--- config.mk ---
export PLATFORM = sky130hd
export DESIGN_NAME = collision_ind_ctrl
export DESIGN_NICKNAME = d
export VERILOG_FILES = /design/src/rtl/ci_pkg.sv /design/src/rtl/ci_tone_div.sv /design/src/rtl/ci_jabber.sv /design/src/rtl/ci_heartbeat.sv /design/src/rtl/collision_ind_ctrl.sv
export SDC_FILE = /design/constraint.sdc
export NUM_CORES = 1
export LEC_CHECK = 0
export CAP_MARGIN = 20
export CORE_AREA = 2 2 112 114
export CTS_CLUSTER_DIAMETER = 30
export DETAILED_ROUTE_END_ITERATION = 6
export DIE_AREA = 0 0 114 116
export DONT_BUFFER_PORTS = 1
export PLACE_DENSITY = 0.52
export SLEW_MARGIN = 25
export SYNTH_ARGS = -nofsm -noshare
export SYNTH_HDL_FRONTEND = slang
export SYNTH_SLANG_ARGS = --single-unit
--- constraint.sdc ---
create_clock -name clk -period 5.3 [get_ports clk]
set_input_delay 1.06 -clock clk [delete_from_list [all_inputs] [get_ports clk]]
set_output_delay 1.06 -clock clk [all_outputs]
set_load 0.05 [all_outputs]
--- src/rtl/ci_pkg.sv ---
package ci_pkg;
  typedef enum logic [1:0] {
    HB_IDLE  = 2'd0,
    HB_WAIT  = 2'd1,
    HB_BURST = 2'd2
  } hb_state_t;
endpackage

--- src/rtl/ci_tone_div.sv ---
module ci_tone_div #(
  parameter int CLK_DIV = 10
) (
  input  logic clk,
  input  logic rst_n,
  output logic tone_o
);
  localparam int CW   = (CLK_DIV > 2) ? $clog2(CLK_DIV) : 1;
  localparam int HALF = CLK_DIV / 2;

  logic [CW-1:0] cnt_q, cnt_d;

  always_comb begin
    if (cnt_q == CW'(CLK_DIV - 1)) cnt_d = '0;
    else                           cnt_d = cnt_q + 1'b1;
  end

  always_ff @(posedge clk or negedge rst_n) begin
    if (!rst_n) cnt_q <= '0;
    else        cnt_q <= cnt_d;
  end

  assign tone_o = (cnt_q < CW'(HALF));
endmodule

--- src/rtl/ci_jabber.sv ---
module ci_jabber #(
  parameter int JAB_LIMIT   = 2000000,
  parameter int UNJAB_TICKS = 50000000
) (
  input  logic clk,
  input  logic rst_n,
  input  logic tx_valid_i,
  output logic latched_o
);
  localparam int RW = $clog2(JAB_LIMIT + 1);
  localparam int QW = $clog2(UNJAB_TICKS + 1);

  logic          lat_q, lat_d;
  logic [RW-1:0] run_q, run_d;
  logic [QW-1:0] quiet_q, quiet_d;
  logic          run_en, quiet_en;

  always_comb begin
    lat_d    = lat_q;
    run_d    = run_q;
    quiet_d  = quiet_q;
    run_en   = 1'b0;
    quiet_en = 1'b0;
    if (!lat_q) begin
      run_en = 1'b1;
      if (!tx_valid_i) begin
        run_d = '0;
      end else if (run_q == RW'(JAB_LIMIT - 1)) begin
        lat_d    = 1'b1;
        run_d    = '0;
        quiet_en = 1'b1;
        quiet_d  = '0;
      end else begin
        run_d = run_q + 1'b1;
      end
    end else begin
      quiet_en = 1'b1;
      if (tx_valid_i) begin
        quiet_d = '0;
      end else if (quiet_q == QW'(UNJAB_TICKS - 1)) begin
        lat_d   = 1'b0;
        quiet_d = '0;
        run_en  = 1'b1;
        run_d   = '0;
      end else begin
        quiet_d = quiet_q + 1'b1;
      end
    end
  end

  always_ff @(posedge clk or negedge rst_n) begin
    if (!rst_n) begin
      lat_q   <= 1'b0;
      run_q   <= '0;
      quiet_q <= '0;
    end else begin
      lat_q <= lat_d;
      if (run_en)   run_q   <= run_d;
      if (quiet_en) quiet_q <= quiet_d;
    end
  end

  assign latched_o = lat_q;
endmodule

--- src/rtl/ci_heartbeat.sv ---
module ci_heartbeat
  import ci_pkg::*;
#(
  parameter int HB_DELAY = 110,
  parameter int HB_LEN   = 100
) (
  input  logic clk,
  input  logic rst_n,
  input  logic hb_en_i,
  input  logic tx_end_i,
  output logic burst_o
);
  localparam int MAXT = (HB_DELAY > HB_LEN) ? HB_DELAY : HB_LEN;
  localparam int TW   = $clog2(MAXT + 1);

  hb_state_t     st_q, st_d;
  logic [TW-1:0] tm_q, tm_d;

  always_comb begin
    st_d = st_q;
    tm_d = tm_q;
    if (!hb_en_i) begin
      st_d = HB_IDLE;
      tm_d = '0;
    end else if (tx_end_i) begin
      st_d = HB_WAIT;
      tm_d = '0;
    end else begin
      case (st_q)
        HB_WAIT: begin
          if (tm_q == TW'(HB_DELAY - 1)) begin
            st_d = HB_BURST;
            tm_d = '0;
          end else begin
            tm_d = tm_q + 1'b1;
          end
        end
        HB_BURST: begin
          if (tm_q == TW'(HB_LEN - 1)) begin
            st_d = HB_IDLE;
            tm_d = '0;
          end else begin
            tm_d = tm_q + 1'b1;
          end
        end
        default: begin
          st_d = HB_IDLE;
          tm_d = '0;
        end
      endcase
    end
  end

  always_ff @(posedge clk or negedge rst_n) begin
    if (!rst_n) begin
      st_q <= HB_IDLE;
      tm_q <= '0;
    end else begin
      st_q <= st_d;
      tm_q <= tm_d;
    end
  end

  assign burst_o = (st_q == HB_BURST);
endmodule

--- src/rtl/collision_ind_ctrl.sv ---
module collision_ind_ctrl #(
  parameter int CLK_DIV     = 10,
  parameter int JAB_LIMIT   = 2000000,
  parameter int UNJAB_TICKS = 50000000,
  parameter int HB_DELAY    = 110,
  parameter int HB_LEN      = 100
) (
  input  logic clk,
  input  logic rst_n,
  input  logic coll_det_i,
  input  logic tx_valid_i,
  input  logic tx_end_i,
  input  logic hb_en_i,
  output logic ind_p_o,
  output logic ind_n_o,
  output logic tx_inhibit_o
);
  logic tone, jab, burst, ind_on;

  ci_tone_div #(.CLK_DIV(CLK_DIV)) u_tone (
    .clk(clk), .rst_n(rst_n), .tone_o(tone)
  );

  ci_jabber #(.JAB_LIMIT(JAB_LIMIT), .UNJAB_TICKS(UNJAB_TICKS)) u_jab (
    .clk(clk), .rst_n(rst_n), .tx_valid_i(tx_valid_i), .latched_o(jab)
  );

  ci_heartbeat #(.HB_DELAY(HB_DELAY), .HB_LEN(HB_LEN)) u_hb (
    .clk(clk), .rst_n(rst_n), .hb_en_i(hb_en_i), .tx_end_i(tx_end_i),
    .burst_o(burst)
  );

  assign ind_on       = coll_det_i | jab | burst;
  assign ind_p_o      = ind_on & tone;
  assign ind_n_o      = ind_on & ~tone;
  assign tx_inhibit_o = jab;
endmodule

Word level (Yosys, flattened, before mapping) --
Index checks and enable logic that the tools add are counted.
Word-level totals: register bits 61, output and inout bits 3, input bits 6, logic and storage cells 62
Operators by class: $add $sub $neg 4, reductions and logical operators 5, multiplexer cells 30, magnitude comparators 1, bitwise logic cells 5, equal/unequal tests 11
Operators with widths (number):
- $mux W26 | 5
- $mux W21 | 5
- $mux W7 | 4
- $add A26 B1 Y26 const B | 1
- $eq A26 B26 Y1 const B | 1
- $add A21 B1 Y21 const B | 1
- $eq A21 B21 Y1 const B | 1
- $eq A7 B7 Y1 const B | 2
- $pmux W7 S2 | 1
- $mux W1 | 9
- $mux W2 | 4
- $ne A4 B3 Y1 const B | 2
- $add A7 B1 Y7 const B | 1
- $reduce_and A3 Y1 | 2
- $add A4 B1 Y4 const B | 1
- $eq A4 B4 Y1 const B | 1
- $lt A4 B3 Y1 const B | 1
- $mux W4 | 1
- $ne A2 B2 Y1 const B | 2
- $pmux W2 S2 | 1
- $reduce_bool A2 Y1 | 2
- $and A1 B1 Y1 | 2
- $eq A2 B1 Y1 const B | 1
- $eq A2 B2 Y1 const B | 1
- 3 further kinds | 4

Logic depth before layout (Yosys ltp) --
depth after elaboration 5, mapped depth 9, depth with buffers taken out 6

Cells and area by module --
From an unflattened synthesis, not the netlist that was laid out.
Unflattened totals: cells, all modules 381, area, all modules 3535.9 um2
By module, submodules not included:
- ci_jabber | instances 1, area an instance 2797.7 um2, sequential area each 1201.2 um2, cells an instance 308
- ci_heartbeat | instances 1, area an instance 541.8 um2, sequential area each 225.2 um2, cells an instance 53
- ci_tone_div | instances 1, area an instance 176.4 um2, sequential area each 100.1 um2, cells an instance 17
- collision_ind_ctrl | instances 1, area an instance 20.0 um2, sequential area each 0.0 um2, cells an instance 3

Worst setup path after synthesis --
No wires, ideal clock.
path kind input port to output port, start point input port coll_det_i, end point output port ind_n_o, stages 2, data required time 4.240 ns, buffers on the path 0, path slack 2.359 ns, arrival time 1.881 ns, cell sequence nor3_1 > a21oi_1
On the way: longest elaborated chain between the ends 3
Ends and longest elaborated chain:
- from (decl) | RTL line collision_ind_ctrl.sv:10 | input logic coll_det_i,
- $or A1 B1 Y1 (2 in series) | RTL line collision_ind_ctrl.sv:33 | assign ind_on = coll_det_i | jab | burst;
- $and A1 B1 Y1 | RTL line collision_ind_ctrl.sv:35 | assign ind_n_o = ind_on & ~tone;
- to (decl) | RTL line collision_ind_ctrl.sv:15 | output logic ind_n_o,
No other way between the ends.

Worst setup path after layout --
start point register u_jab.lat_q, in the netlist u_jab.latched_o, end point output port ind_n_o
On the way: longest elaborated chain between the ends 3
Ends and longest elaborated chain:
- from (decl) | RTL line ci_jabber.sv:13 | logic lat_q, lat_d;
- from (signal assigned) | RTL line ci_jabber.sv:57 | lat_q <= lat_d;
- $or A1 B1 Y1 (2 in series) | RTL line collision_ind_ctrl.sv:33
- $and A1 B1 Y1 | RTL line collision_ind_ctrl.sv:35
No other way between the ends.

==> results.cfg <==
[sta]
rsz0062_at_grt = false
finalHoldViolations = 0
tns_ns = 0
setup_slack_ns = 2.06
hold_ws_ns = 0.423
fin_skew_ns = 0.00530
setup_viol = 0
period_needed_ns = 3.24
fin_crit_sh_pct = 61.0
worst-slew-pin-transition_ns = 1.04
max-slew-margin-rel_pct = 30.6
slew_violations = 0
fmax_mhz = 309

[synthesis]
synth_cells = 377
syn_area_mm2 = 0.00351
async_flop_share_pct = 100
synth_seq_cells = 61
yosysSeqAreaShare_pct = 43.4
syn_area_per_cell_um2 = 9.32
ys_types = 57
synth_edf_count = 0
synth_nets = 389
yosys_warnings = 0
synth_ff_type = dfrtp_1

[clock_network]
clkTransAtPathRegs_ns = 0.06
cts_max_level = 3
post_cts_resized = 0
cts_tree = built
cts_root_buf = clkbuf_16
postCtsSetupBuffers = 0
cts.sink_count = 61
clk_path_buf_depth = 2
cts_hold_buffers = 0
insertion_delay_ns = 0.33
cts_buffers = 9

[floorplan]
die_area_mm2 = 0.0132
top_level_ports = 9
core_mm2 = 0.0119
fp-row-count = 40
die_h_um = 116
initial_core_util_pct = 29.5
die_x_um = 114

[global_route]
grt_max_degree = 62
grt_pass1_wl_mm = 13.7
grt_pass1_vias = 2756
track_usage_pct = 12.9
antenna_found_initial = 0
gr-total-overflow = 0

[routing]
vias = 2828
maxUsedRoutingLayer = met4
via_per_inst = 5.42
drt_iter0_drc = 229
firstDrtPassIters = 4
drc_errors = 0
ant_nets = 0
wl_per_cell_um = 14.7
wl_met3_um = 269
dr_wl_met2_mm = 3.58
wl_mm = 7.66
wl_met1_mm = 3.69

[final_layout]
nets = 382
syn_to_final_growth_pct = 11.6
final_area_mm2 = 0.00392
diodes = 0
multi_input_area_mm2 = 0.00182
fin_cells = 522
final_util_pct = 32.9
register_area_mm2 = 0.00153
fillers = 1245
drive_above_1_share_pct = 10.7

[setup_path]
path_class = flop to primary output
path_cells = nor3_1 > a21oi_1
crit_path_start_kind = flop
crit_arrival_ns = 2.18
r2r-end = u_jab.run_q[12]
end_kind = primary output
critPathMaxStageDelay_ns = 0.84
cp_slowest_cell = dfrtp_1
path_max_fanout = 9
r2r_slack_ns = 3.03
crit_required_ns = 4.24
crit-reg2reg-launch = u_jab.latched_o
r2r_cells = 5

[placement]
dp_slack_ns = 2.31
postPlaceCellArea_mm2 = 0.00357
gp_congestion = 0.766
dpl.hpwl_mm = 5.06
dpl.cell_count = 505
portBuffers = 0

[job]
drv_cap = 0

[power]
finalPower_mw = 1.15
leakagePower_nw = 1.57
power.density_mw_per_mm2 = 294
max-vdd-ir-drop_mv = 0.109

[run_status]
status = complete, no violations

[hold_path]
min_path_type = input pin to async pin
[state kept, by name, summed over array words and instances, names as in the netlist]
name	cells
u_hb.tm_q	7
u_jab.latched_o	1
u_jab.run_q	21
u_hb.st_q	2
u_tone.cnt_q	4
u_jab.quiet_q	26
[logic make-up (layout without fill, tap and decap cells)]
| logic type | count (synthesis) | in the layout | share of synthesized area, % |
|---|---|---|---|
| AND/OR/NAND/NOR | 160 | 160 | 25.4 |
| XOR/XNOR | 6 | 6 | 1.50 |
| buffers and inverters | 31 | 29 | 4.95 |
| adder cells (fa/ha/maj) | 6 | 6 | 2.14 |
| flip-flops | 61 | 61 | 43.4 |
| AO/OA/AOI/OAI | 104 | 104 | 19.9 |
| multiplexers | 9 | 9 | 2.67 |
[worst max-delay path by stage]
stage          slack, ns       startpoint      end  cells after the start
6_report            2.06  u_jab.latched_o  ind_n_o                      2
3_3_place_gp        2.31       coll_det_i  ind_n_o                      2
2_1_floorplan       2.36       coll_det_i  ind_n_o                      2
3_5_place_dp        2.31       coll_det_i  ind_n_o                      2
5_1_grt             1.99  u_jab.latched_o  ind_n_o                      2
4_1_cts             2.06  u_jab.latched_o  ind_n_o                      2
[cells in the mapped netlist (2+ instances only)]
library cell / instances / area share (%)
dfrtp_1: 61 / 43
nand2b_1: 6 / 1.1
nor4_2: 2 / 0.71
nand3b_1: 2 / 0.43
a22o_1: 5 / 1.2
o31ai_1: 2 / 0.43
nand2_1: 42 / 4.5
o21ai_0: 10 / 1.4
a21oi_2: 2 / 0.50
nand4_1: 10 / 1.8
nand3_1: 26 / 3.7
mux2_2: 3 / 0.96
buf_6: 6 / 1.9
nor3_1: 8 / 1.1
buf_2: 10 / 1.4
a21oi_1: 21 / 3.0
o21ai_1: 9 / 1.3
nor2_1: 29 / 3.1
clkbuf_1: 2 / 0.21
and4_4: 2 / 0.64
nor4b_1: 2 / 0.50
xnor2_1: 4 / 1.0
a21o_1: 4 / 0.85
and3_1: 10 / 1.8
nor3b_1: 3 / 0.64
mux2i_1: 6 / 1.7
a31oi_1: 35 / 6.2
ha_1: 6 / 2.1
inv_1: 11 / 1.2
xor2_1: 2 / 0.50
and4bb_2: 2 / 0.71
a41oi_1: 9 / 2.2
[power breakdown]
group          switching [mW]  leakage, nW  internal [mW]
Sequential            0.00610        0.827          0.471
Combinational          0.0158        0.589        0.00995
Clock                   0.215        0.154          0.437
[critical path: cells and delay by family (launching register included)]
kind | cells | cell delay [ns]
and+or+nand+nor | 1 | 0.17
AOI/OAI and AO/OA | 1 | 0.84
DFF | 1 | 0.84
[layer usage]
layer	global-route usage (%)	vias up
li1	-	1396
met1	16.2	1392
met2	21.4	29
met3	4.03	11
met4	4.31	0
met5	0	-
[layout make-up]
cell class | count | area share [%]
clock buffer | 11 | 6.44
clock inverter | 5 | 2.11
inverter | 12 | 1.15
multi-input combinational | 285 | 46.4
sequential | 61 | 38.9
tap | 147 | 4.69
timing repair buffer | 1 | 0.287
[placed cells by master (no fill, tap or decap), types with 3 or more instances in the layout]
cell,netlist,layout
a21o_1,4,4
clkinvlp_4,0,3
a41oi_1,9,9
nor3_1,8,8
nor3b_1,3,3
nand2_1,42,42
ha_1,6,6
inv_1,11,11
a31oi_1,35,35
mux2_2,3,3
a22o_1,5,5
mux2i_1,6,6
o21ai_0,10,10
nand2b_1,6,6
a21oi_1,21,21
nor2_1,29,29
dfrtp_1,61,61
xnor2_1,4,4
nand3_1,26,26
clkbuf_16,0,9
nand4_1,10,10
and3_1,10,10
o21ai_1,9,9
No activity file was read; power rests on OpenSTA's default activity.
